<file path="src/rtl/tcc_pkg.sv">
package tcc_pkg;
    typedef enum logic [1:0] {
        SRC_PIN  = 2'b00,
        SRC_AUX0 = 2'b01,
        SRC_AUX1 = 2'b10,
        SRC_CMP  = 2'b11
    } trig_src_e;

    localparam int EDGE_FALL_BIT = 0;
    localparam int EDGE_RISE_BIT = 1;
endpackage

</file>
<file path="src/rtl/tcc_edge_filt.sv">
module tcc_edge_filt (
    input  logic       clk,
    input  logic       rst_n,
    input  logic       pin,
    input  logic [1:0] edge_sel,
    output logic       edge_hit
);
    import tcc_pkg::*;

    typedef struct packed {
        logic s1;
        logic s2;
        logic level;
    } filt_t;

    filt_t st_d, st_q;
    logic  settled;

    always_comb begin
        st_d     = st_q;
        st_d.s1  = pin;
        st_d.s2  = st_q.s1;
        settled  = (st_q.s1 == st_q.s2) && (st_q.s2 != st_q.level);
        if (settled) begin
            st_d.level = st_q.s2;
        end
        edge_hit = settled &&
                   (( st_q.s2 && edge_sel[EDGE_RISE_BIT]) ||
                    (!st_q.s2 && edge_sel[EDGE_FALL_BIT]));
    end

    always_ff @(posedge clk or negedge rst_n) begin
        if (!rst_n) begin
            st_q <= '0;
        end else begin
            st_q <= st_d;
        end
    end
endmodule

</file>
<file path="src/rtl/tcc_trig_sel.sv">
module tcc_trig_sel (
    input  logic [1:0] trig_sel,
    input  logic       pin_hit,
    input  logic       aux0_ovf,
    input  logic       aux1_ovf,
    input  logic       cmp_evt,
    output logic       trig
);
    import tcc_pkg::*;

    always_comb begin
        unique case (trig_src_e'(trig_sel))
            SRC_PIN:  trig = pin_hit;
            SRC_AUX0: trig = aux0_ovf;
            SRC_AUX1: trig = aux1_ovf;
            SRC_CMP:  trig = cmp_evt;
            default:  trig = 1'b0;
        endcase
    end
endmodule

</file>
<file path="src/rtl/tcc_channel.sv">
module tcc_channel #(
    parameter int CNT_W = 16
) (
    input  logic             clk,
    input  logic             rst_n,
    input  logic [CNT_W-1:0] timer_cnt,
    input  logic             timer_dir,
    input  logic             timer_dual,
    input  logic             timer_ovf,
    input  logic             cap_pin,
    input  logic             aux0_ovf,
    input  logic             aux1_ovf,
    input  logic             cmp_evt,
    input  logic             mode_cmp,
    input  logic [1:0]       trig_sel,
    input  logic [1:0]       edge_sel,
    input  logic             clr_en,
    input  logic             irq_en,
    input  logic             wr_en,
    input  logic [CNT_W-1:0] wr_data,
    input  logic             flag_clr,
    output logic [CNT_W-1:0] data_out,
    output logic             dir_out,
    output logic             flag,
    output logic             irq,
    output logic             timer_clr_req
);
    typedef struct packed {
        logic [CNT_W-1:0] data;
        logic [CNT_W-1:0] shadow;
        logic             dir;
        logic             flag;
    } chan_t;

    chan_t st_d, st_q;
    logic  pin_hit;
    logic  trig;
    logic  cap_evt;
    logic  match;

    tcc_edge_filt u_filt (
        .clk      (clk),
        .rst_n    (rst_n),
        .pin      (cap_pin),
        .edge_sel (edge_sel),
        .edge_hit (pin_hit)
    );

    tcc_trig_sel u_sel (
        .trig_sel (trig_sel),
        .pin_hit  (pin_hit),
        .aux0_ovf (aux0_ovf),
        .aux1_ovf (aux1_ovf),
        .cmp_evt  (cmp_evt),
        .trig     (trig)
    );

    always_comb begin
        st_d    = st_q;
        cap_evt = !mode_cmp && trig;
        match   = mode_cmp && (st_q.data == timer_cnt);

        if (wr_en) begin
            st_d.shadow = wr_data;
        end

        if (cap_evt) begin
            st_d.data = timer_cnt;
            st_d.dir  = timer_dual ? timer_dir : 1'b0;
        end else if (!mode_cmp && wr_en) begin
            st_d.data = wr_data;
        end else if (mode_cmp && timer_ovf) begin
            st_d.data = st_q.shadow;
        end

        if (cap_evt || match) begin
            st_d.flag = 1'b1;
        end else if (flag_clr) begin
            st_d.flag = 1'b0;
        end
    end

    always_ff @(posedge clk or negedge rst_n) begin
        if (!rst_n) begin
            st_q <= '0;
        end else begin
            st_q <= st_d;
        end
    end

    assign data_out      = st_q.data;
    assign dir_out       = st_q.dir;
    assign flag          = st_q.flag;
    assign irq           = st_q.flag && irq_en;
    assign timer_clr_req = match && clr_en;
endmodule

</file>
<file path="config.mk">
export PLATFORM = sky130hd
export DESIGN_NAME = tcc_channel
export DESIGN_NICKNAME = d
export VERILOG_FILES = /design/src/rtl/tcc_pkg.sv /design/src/rtl/tcc_edge_filt.sv /design/src/rtl/tcc_trig_sel.sv /design/src/rtl/tcc_channel.sv
export SDC_FILE = /design/constraint.sdc
export NUM_CORES = 1
export LEC_CHECK = 0
export BUFFER_PORTS_ARGS = -buffer_cell sky130_fd_sc_hd__buf_2
export CAP_MARGIN = 40
export CORE_MARGIN = 3
export CORE_UTILIZATION = 45
export DETAILED_ROUTE_END_ITERATION = 10
export HOLD_SLACK_MARGIN = 0.06
export PLACE_DENSITY = 0.73
export RECOVER_POWER = 25
export SLEW_MARGIN = 10
export SYNTH_ARGS = -nofsm -noshare
export SYNTH_HDL_FRONTEND = slang
export SYNTH_SLANG_ARGS = --single-unit
</file>
<file path="constraint.sdc">
create_clock -name clk -period 2.1 [get_ports clk]
set_clock_uncertainty 0.2 [all_clocks]
set_input_delay 0.105 -clock clk [delete_from_list [all_inputs] [get_ports clk]]
set_output_delay 0.105 -clock clk [all_outputs]
set_load 0.01 [all_outputs]
</file>
==> flow_summary.toml, run 1 <==
[synthesis]
syn_nets = 232
postSynthCellCount = 182
syn_area_per_cell_sq_um = 11.0
async_reset_ff_frac = 1.00
synthesis.area_sq_um = 2010
synth-main-ff-cell = "dfrtp_1"
yosys_warnings = 0
synth-edff-count = 0
ys_seq_elements = 37
seq_area_frac_synth = 0.460
synth_cell_types = 27

[floorplan]
die_area_sq_um = 5310
io_pins = 70
initial_utilization = 0.485
core_sq_um = 4140
die_x_um = 72.8
dieHeight_um = 72.8
rows = 23

[setup_path]
cp_num_buf_inv = 1
r2r_cells = 4
cp_top_family = "simple AND/OR/NAND/NOR gates"
r2r_start = "u_filt.st_d[1]"
r2r_slack_ns = 0.21
r2r_end = "data_out[9]"
required_ns = 1.79
crit_path_start_kind = "flop"
path_cells = "xor2_1 -> nor4_1 -> nand4_1 -> nor3_2 -> buf_2"
worst-setup-path-type = "flop to output port"
crit_slowest_cell = "dfrtp_1"
worstPathArrival_ns = 1.72
endpoint_kind = "output port"
crit_path_max_incr_delay_ns = 0.41
worstPathMaxFanout = 3

[worst_hold_path]
hp-class = "input pin to flop"
hold_path_end = "st_q[16]"
hold_path_depth = 2
min_from = "wr_en"

[route]
drtIter0Drc = 108
vias = 1656
antenna_left = 0
drt_wl_total_um = 4810
vias_per_cell = 5.08
first_pass_iters = 4
drc = 0
wl_per_cell_um = 14.8

[global_route]
grt_usage = 0.195
grt_first_pass_wirelength_um = 7870
antenna_found_initial = 0
grt_max_degree = 31
first_global_vias = 1669
gr-total-overflow = 0

[power]
p_per_area_nw_per_um2 = 670
p_seq_frac = 0.473
vdd_drop_max_mv = 0.435
p_comb_frac = 0.272
p_leak_nw = 1.27
clkPwrFrac = 0.255
switchingPower_uw = 530
swShare = 0.287
internal-power_mw = 1.32

[sta]
period_needed_ns = 2.03
tns_ns = 0
fin_crit_sh = 0.965
slew_headroom = 0.501
finalMaxSlewViolations = 0
max_freq_mhz = 494
worstMarginPinSlew_ns = 0.749
setup_viol = 0
hold_viol = 0
rsz0062_at_grt = "true"

[final_layout]
fillers = 350
n_antenna_cell = 0
finish.net_count = 325
drive_above_1_share = 0.402
areaGrowthSynthToFinish_pct = 37.1
fin_area_sq_um = 2760
finish.utilization = 0.665

[clock_tree]
clk_path_buf_depth = 2
clock-root-buffer = "clkbuf_8"
path_clk_slew_ns = 0.07
clock-sinks = 37
clk_latency_ns = 0.28
h-tree-depth = 2
numCtsBuffers = 5
cts_tree = "yes"

[placed_design]
place_area_sq_um = 2300
gp_congestion = 0.731
hpwlAfterDp_um = 3330
io_buffers = 69

[run]
maxCapViolations = 0

[run_status]
outcome = "completed"
-- worst max path at each step --
stage	slack (ns)	end	from	cells past startpoint
after floorplan	0.41	data_out[10]	u_filt.st_d[1]	5
after global placement	0.28	data_out[10]	u_filt.st_d[1]	4
after detailed placement	0.21	data_out[10]	u_filt.st_d[1]	4
after CTS	0.01	timer_clr_req	data_out[12]	5
after global routing	-0.06	timer_clr_req	timer_cnt[6]	7
final	0.07	timer_clr_req	data_out[5]	5
-- metal layers --
metal  track usage  wire length [um]  vias up
met3        0.0386               253        8
li1              -                 -      805
met5             0                 0        -
met2         0.315              2380       55
met4        0.0553                62        0
met1         0.268              2120      788
-- cell families (layout without fill, tap and decap cells) --
group	after synthesis	in the layout	share of synthesized area
AOI/OAI and AO/OA	19	19	0.0591
xor gates and xnor gates	16	16	0.0697
adders and majority gates	1	1	0.00498
buffers and inverters	25	119	0.0853
DFF	37	37	0.460
muxes	35	35	0.210
and+or+nand+nor	49	49	0.111
-- power groups by stage --
stage          clock network [mW]  logic [mW]  registers [mW]
2_1_floorplan                   0       0.340           0.873
3_3_place_gp                    0       0.430           0.882
3_5_place_dp                    0       0.447           0.886
4_1_cts                     0.482       0.504           0.872
5_1_grt                     0.520       0.555           0.884
6_report                    0.470       0.502           0.873
-- layout make-up --
| cell class | instances | area [sq um] | area share |
|---|---|---|---|
| multi-input combinational | 120 | 931 | 0.338 |
| sequential | 37 | 926 | 0.336 |
| timing repair buffer | 109 | 749 | 0.272 |
| clock buffer | 8 | 80.1 | 0.0291 |
| tap | 50 | 62.6 | 0.0227 |
| inverter | 2 | 7.51 | 0.00272 |
-- worst reg2reg max path: cells and delay by family, from the launching register on --
kind	cells	cell delay, ns
multiplexers	1	0.43
AO/OA/AOI/OAI	1	0.20
AND/OR/NAND/NOR	2	0.54
flip-flops	1	0.40
-- layout by cell type (no fill, tap or decap), types with 2 or more instances in the layout --
cell           netlist  final
buf_2                2     64
dfrtp_1             37     37
nor4_2               0      2
dlygate4sd3_1        0     39
nand2b_1             2      2
buf_4               18      4
o22ai_1             16     16
clkbuf_8             0      5
mux2_4               8      8
mux2i_1              2      2
inv_1                2      2
xor2_1              15     15
nand2_1              3      3
nor2_1              33     33
clkbuf_1             2      4
mux2_2              25     25
-- state kept, by name, indices dropped and copies added (netlist names) --
signal       cells
flag             1
dir_out          1
u_filt.st_q      2
u_filt.st_d      1
data_out        16
st_q            16
-- repair_timing --
item	CTS	global route
resized for setup	0	3
endpoints found under the setup margin	0	1
endpoints found under the hold margin	72	0
setup buffers	0	1
hold buffers	39	0
-- synth_stat cells (2+ instances only) --
cell type	n	share of area
mux2_4	8	0.060
nor4_1	3	0.0093
xor2_1	15	0.065
nor3_1	2	0.0050
nand2b_1	2	0.0062
buf_2	2	0.0050
mux2_2	25	0.14
nand2_1	3	0.0056
mux2i_1	2	0.010
buf_4	18	0.067
o22ai_1	16	0.050
nor2_1	33	0.062
clkbuf_1	2	0.0037
dfrtp_1	37	0.46
inv_1	2	0.0037
-- per-stage QoR --
stage               instances  total power [mW]  worst slack [ns]  hold slack [ns]
global placement          281              1.31             0.276           0.0129
global route              326              1.96           -0.0554            0.175
floorplan                 182              1.21             0.410           -0.391
detailed placement        282              1.33             0.212           -0.226
CTS                       329              1.86            0.0129            0.121
finish                    326              1.85            0.0744            0.161
Power figures use the tool's default switching activity.
==> inputs of run 2 (changes only) <==
Settings changed: ABC_AREA set to 1, PLACE_DENSITY 0.73 to 0.71, SETUP_SLACK_MARGIN set to 0.2.
==> run 2 against run 1 <==
Against the previous run:
- routed wire length up 27%
- hold slack got worse by 0.096 ns
- register-to-register slack improved by 0.18 ns
- largest power group unchanged
- non-clock buffer count increased by 12
- core utilization shrank 3.1 points
- first-iteration DRC count is 9.3% higher
- worst setup slack improved by 0.21 ns
- largest cell class unchanged
- clock power is 2% lower
- critical endpoint unchanged
- combinational power rose by 27%
==> flow_summary.toml, run 2 <==
[final_layout]
most-common-layout-cells = "96 x nand2_1, 68 x buf_2, 59 x inv_1, 50 x o21ai_0, 42 x dlygate4sd3_1"
finish.utilization = 0.634
instances_no_fill = 516
fin_area_sq_um = 3260
finish.net_count = 497
n_antenna_cell = 0
final_common_cell = "nand2_1"
drive_above_1_share = 0.217
fillers = 490
areaGrowthSynthToFinish_pct = 35.2

[setup_path]
path_cells = "dlygate4sd3_1 -> buf_2 -> xor2_1 -> nor3_2 -> nand3_1 -> nor2_1 -> buf_2"
crit_path_start_kind = "input pin"
crit_slowest_cell = "dlygate4sd3_1"
endpoint_kind = "output port"
crit_path_max_incr_delay_ns = 0.53
critPathMostFrequentCell = "buf_2"
worstPathMaxFanout = 2
worst-setup-path-type = "input pin to output port"
required_ns = 1.79
worstPathArrival_ns = 1.51

[floorplan]
core_sq_um = 5140
die_area_sq_um = 6270
initial_utilization = 0.469
dieHeight_um = 79.2
die_x_um = 79.2
io_pins = 70
rows = 26

[route]
wl_met3_um = 294
vias_per_cell = 4.72
met2_length_um = 3040
vias = 2437
drtIter0Drc = 118
wl_met1_um = 2620
wl_per_cell_um = 11.8
antenna_left = 0
top_layer = "met4"
drc = 0
first_pass_iters = 4
drt_wl_total_um = 6100

[synthesis]
syn_nets = 398
yosys_warnings = 0
syn_area_per_cell_sq_um = 6.93
synth-edff-count = 0
async_reset_ff_frac = 1.00
ys_seq_elements = 37
seq_area_frac_synth = 0.384
synth-main-ff-cell = "dfrtp_1"
synthesis.area_sq_um = 2410
postSynthCellCount = 348
synthTopCellsByArea = "dfrtp_1 38%, nand2_1 15%, o21ai_0 11%"
synth_common_cells = "97 x nand2_1, 61 x inv_1, 55 x o21ai_0"
yosysMostFrequentCell = "nand2_1"
synth_cell_types = 26
netlist.area_leader.share = 0.384
yosysTopAreaCell = "dfrtp_1"

[power]
p_total_mw = 1.97
p_per_area_nw_per_um2 = 604
p_leak_nw = 1.84
vdd_drop_max_mv = 0.513

[sta]
max_freq_mhz = 552
timing.hold.ws_ns = 0.0648
hold_viol = 0
setup_viol = 0
rsz0062_at_grt = "true"
slew_headroom = 0.195
worstMarginPinSlew_ns = 1.21
finalMaxSlewViolations = 0
tns_ns = 0
period_needed_ns = 1.81
fin_crit_sh = 0.863
setup_ws_ns = 0.288

[placed_design]
numPlacedInstances = 459
gp_congestion = 0.820
place_area_sq_um = 2660
preCtsSetupSlack_ns = 0.332
io_buffers = 69
hpwlAfterDp_um = 4240

[clock_tree]
clock-root-buffer = "clkbuf_8"
path_clk_slew_ns = 0.07
numCtsBuffers = 5
clock-sinks = 37
clk_latency_ns = 0.29
cts_tree = "yes"
clk_path_buf_depth = 2
h-tree-depth = 2

[global_route]
antenna_found_initial = 0
grt_first_pass_wirelength_um = 10500
gr-total-overflow = 0
first_global_vias = 2361
grt_max_degree = 36
grt_usage = 0.210

[run]
maxCapViolations = 0

[run_status]
outcome = "completed"

[worst_hold_path]
hp-class = "input pin to flop"
## run 2: what timing repair did
action,4_1_cts,5_1_grt
setup endpoints to repair,0,1
hold buffers,47,0
endpoints found under the hold margin,72,0
gates resized for setup,0,15
buffers inserted,0,4
## run 2: critical path, delay by kind of cell
kind / cells / cell delay [ns]
buffers and inverters: 3 / 0.79
xor gates and xnor gates: 1 / 0.16
and+or+nand+nor: 3 / 0.44
## run 2: final cells by class
type                    count  area, sq um  area share
clock inverters             1         5.00     0.00154
clock buffers               5         68.8      0.0211
well taps                  70         87.6      0.0269
multi-input cells         217         1040       0.320
flip-flops and latches     37          926       0.284
inverters                  65          244      0.0749
repair buffers            121          885       0.271
## run 2: kinds of logic after synthesis
kind of cell | share of synthesized area
buffers and inverters | 0.188
XOR/XNOR | 0.0145
AND/OR/NAND/NOR | 0.280
flip-flops | 0.384
AO/OA/AOI/OAI | 0.133
## run 2: metal layers
layer,vias to the layer above,GRT usage
met2,65,0.358
met5,-,0
met4,0,0.0739
met1,1106,0.265
met3,15,0.0385
li1,1251,-
## run 2: power by group
group	switching [mW]	internal, mW	total [mW]
clock	0.241	0.218	0.459
combinational	0.360	0.279	0.639
sequential	0.0608	0.811	0.872
## run 2: final timing paths
check / start / endpoint / slack [ns] / cells past startpoint
max in group asynchronous: rst_n / data_out[2] / 0.60 / 2
min reg2reg: u_filt.st_d[1] / u_filt.st_q[1] / 0.21 / 0
min: wr_en / st_q[10] / 0.06 / 3
max: timer_cnt[2] / timer_clr_req / 0.29 / 7
max reg2reg: u_filt.st_q[0] / data_out[3] / 0.39 / 10
min in group asynchronous: rst_n / st_q[2] / 0.38 / 2
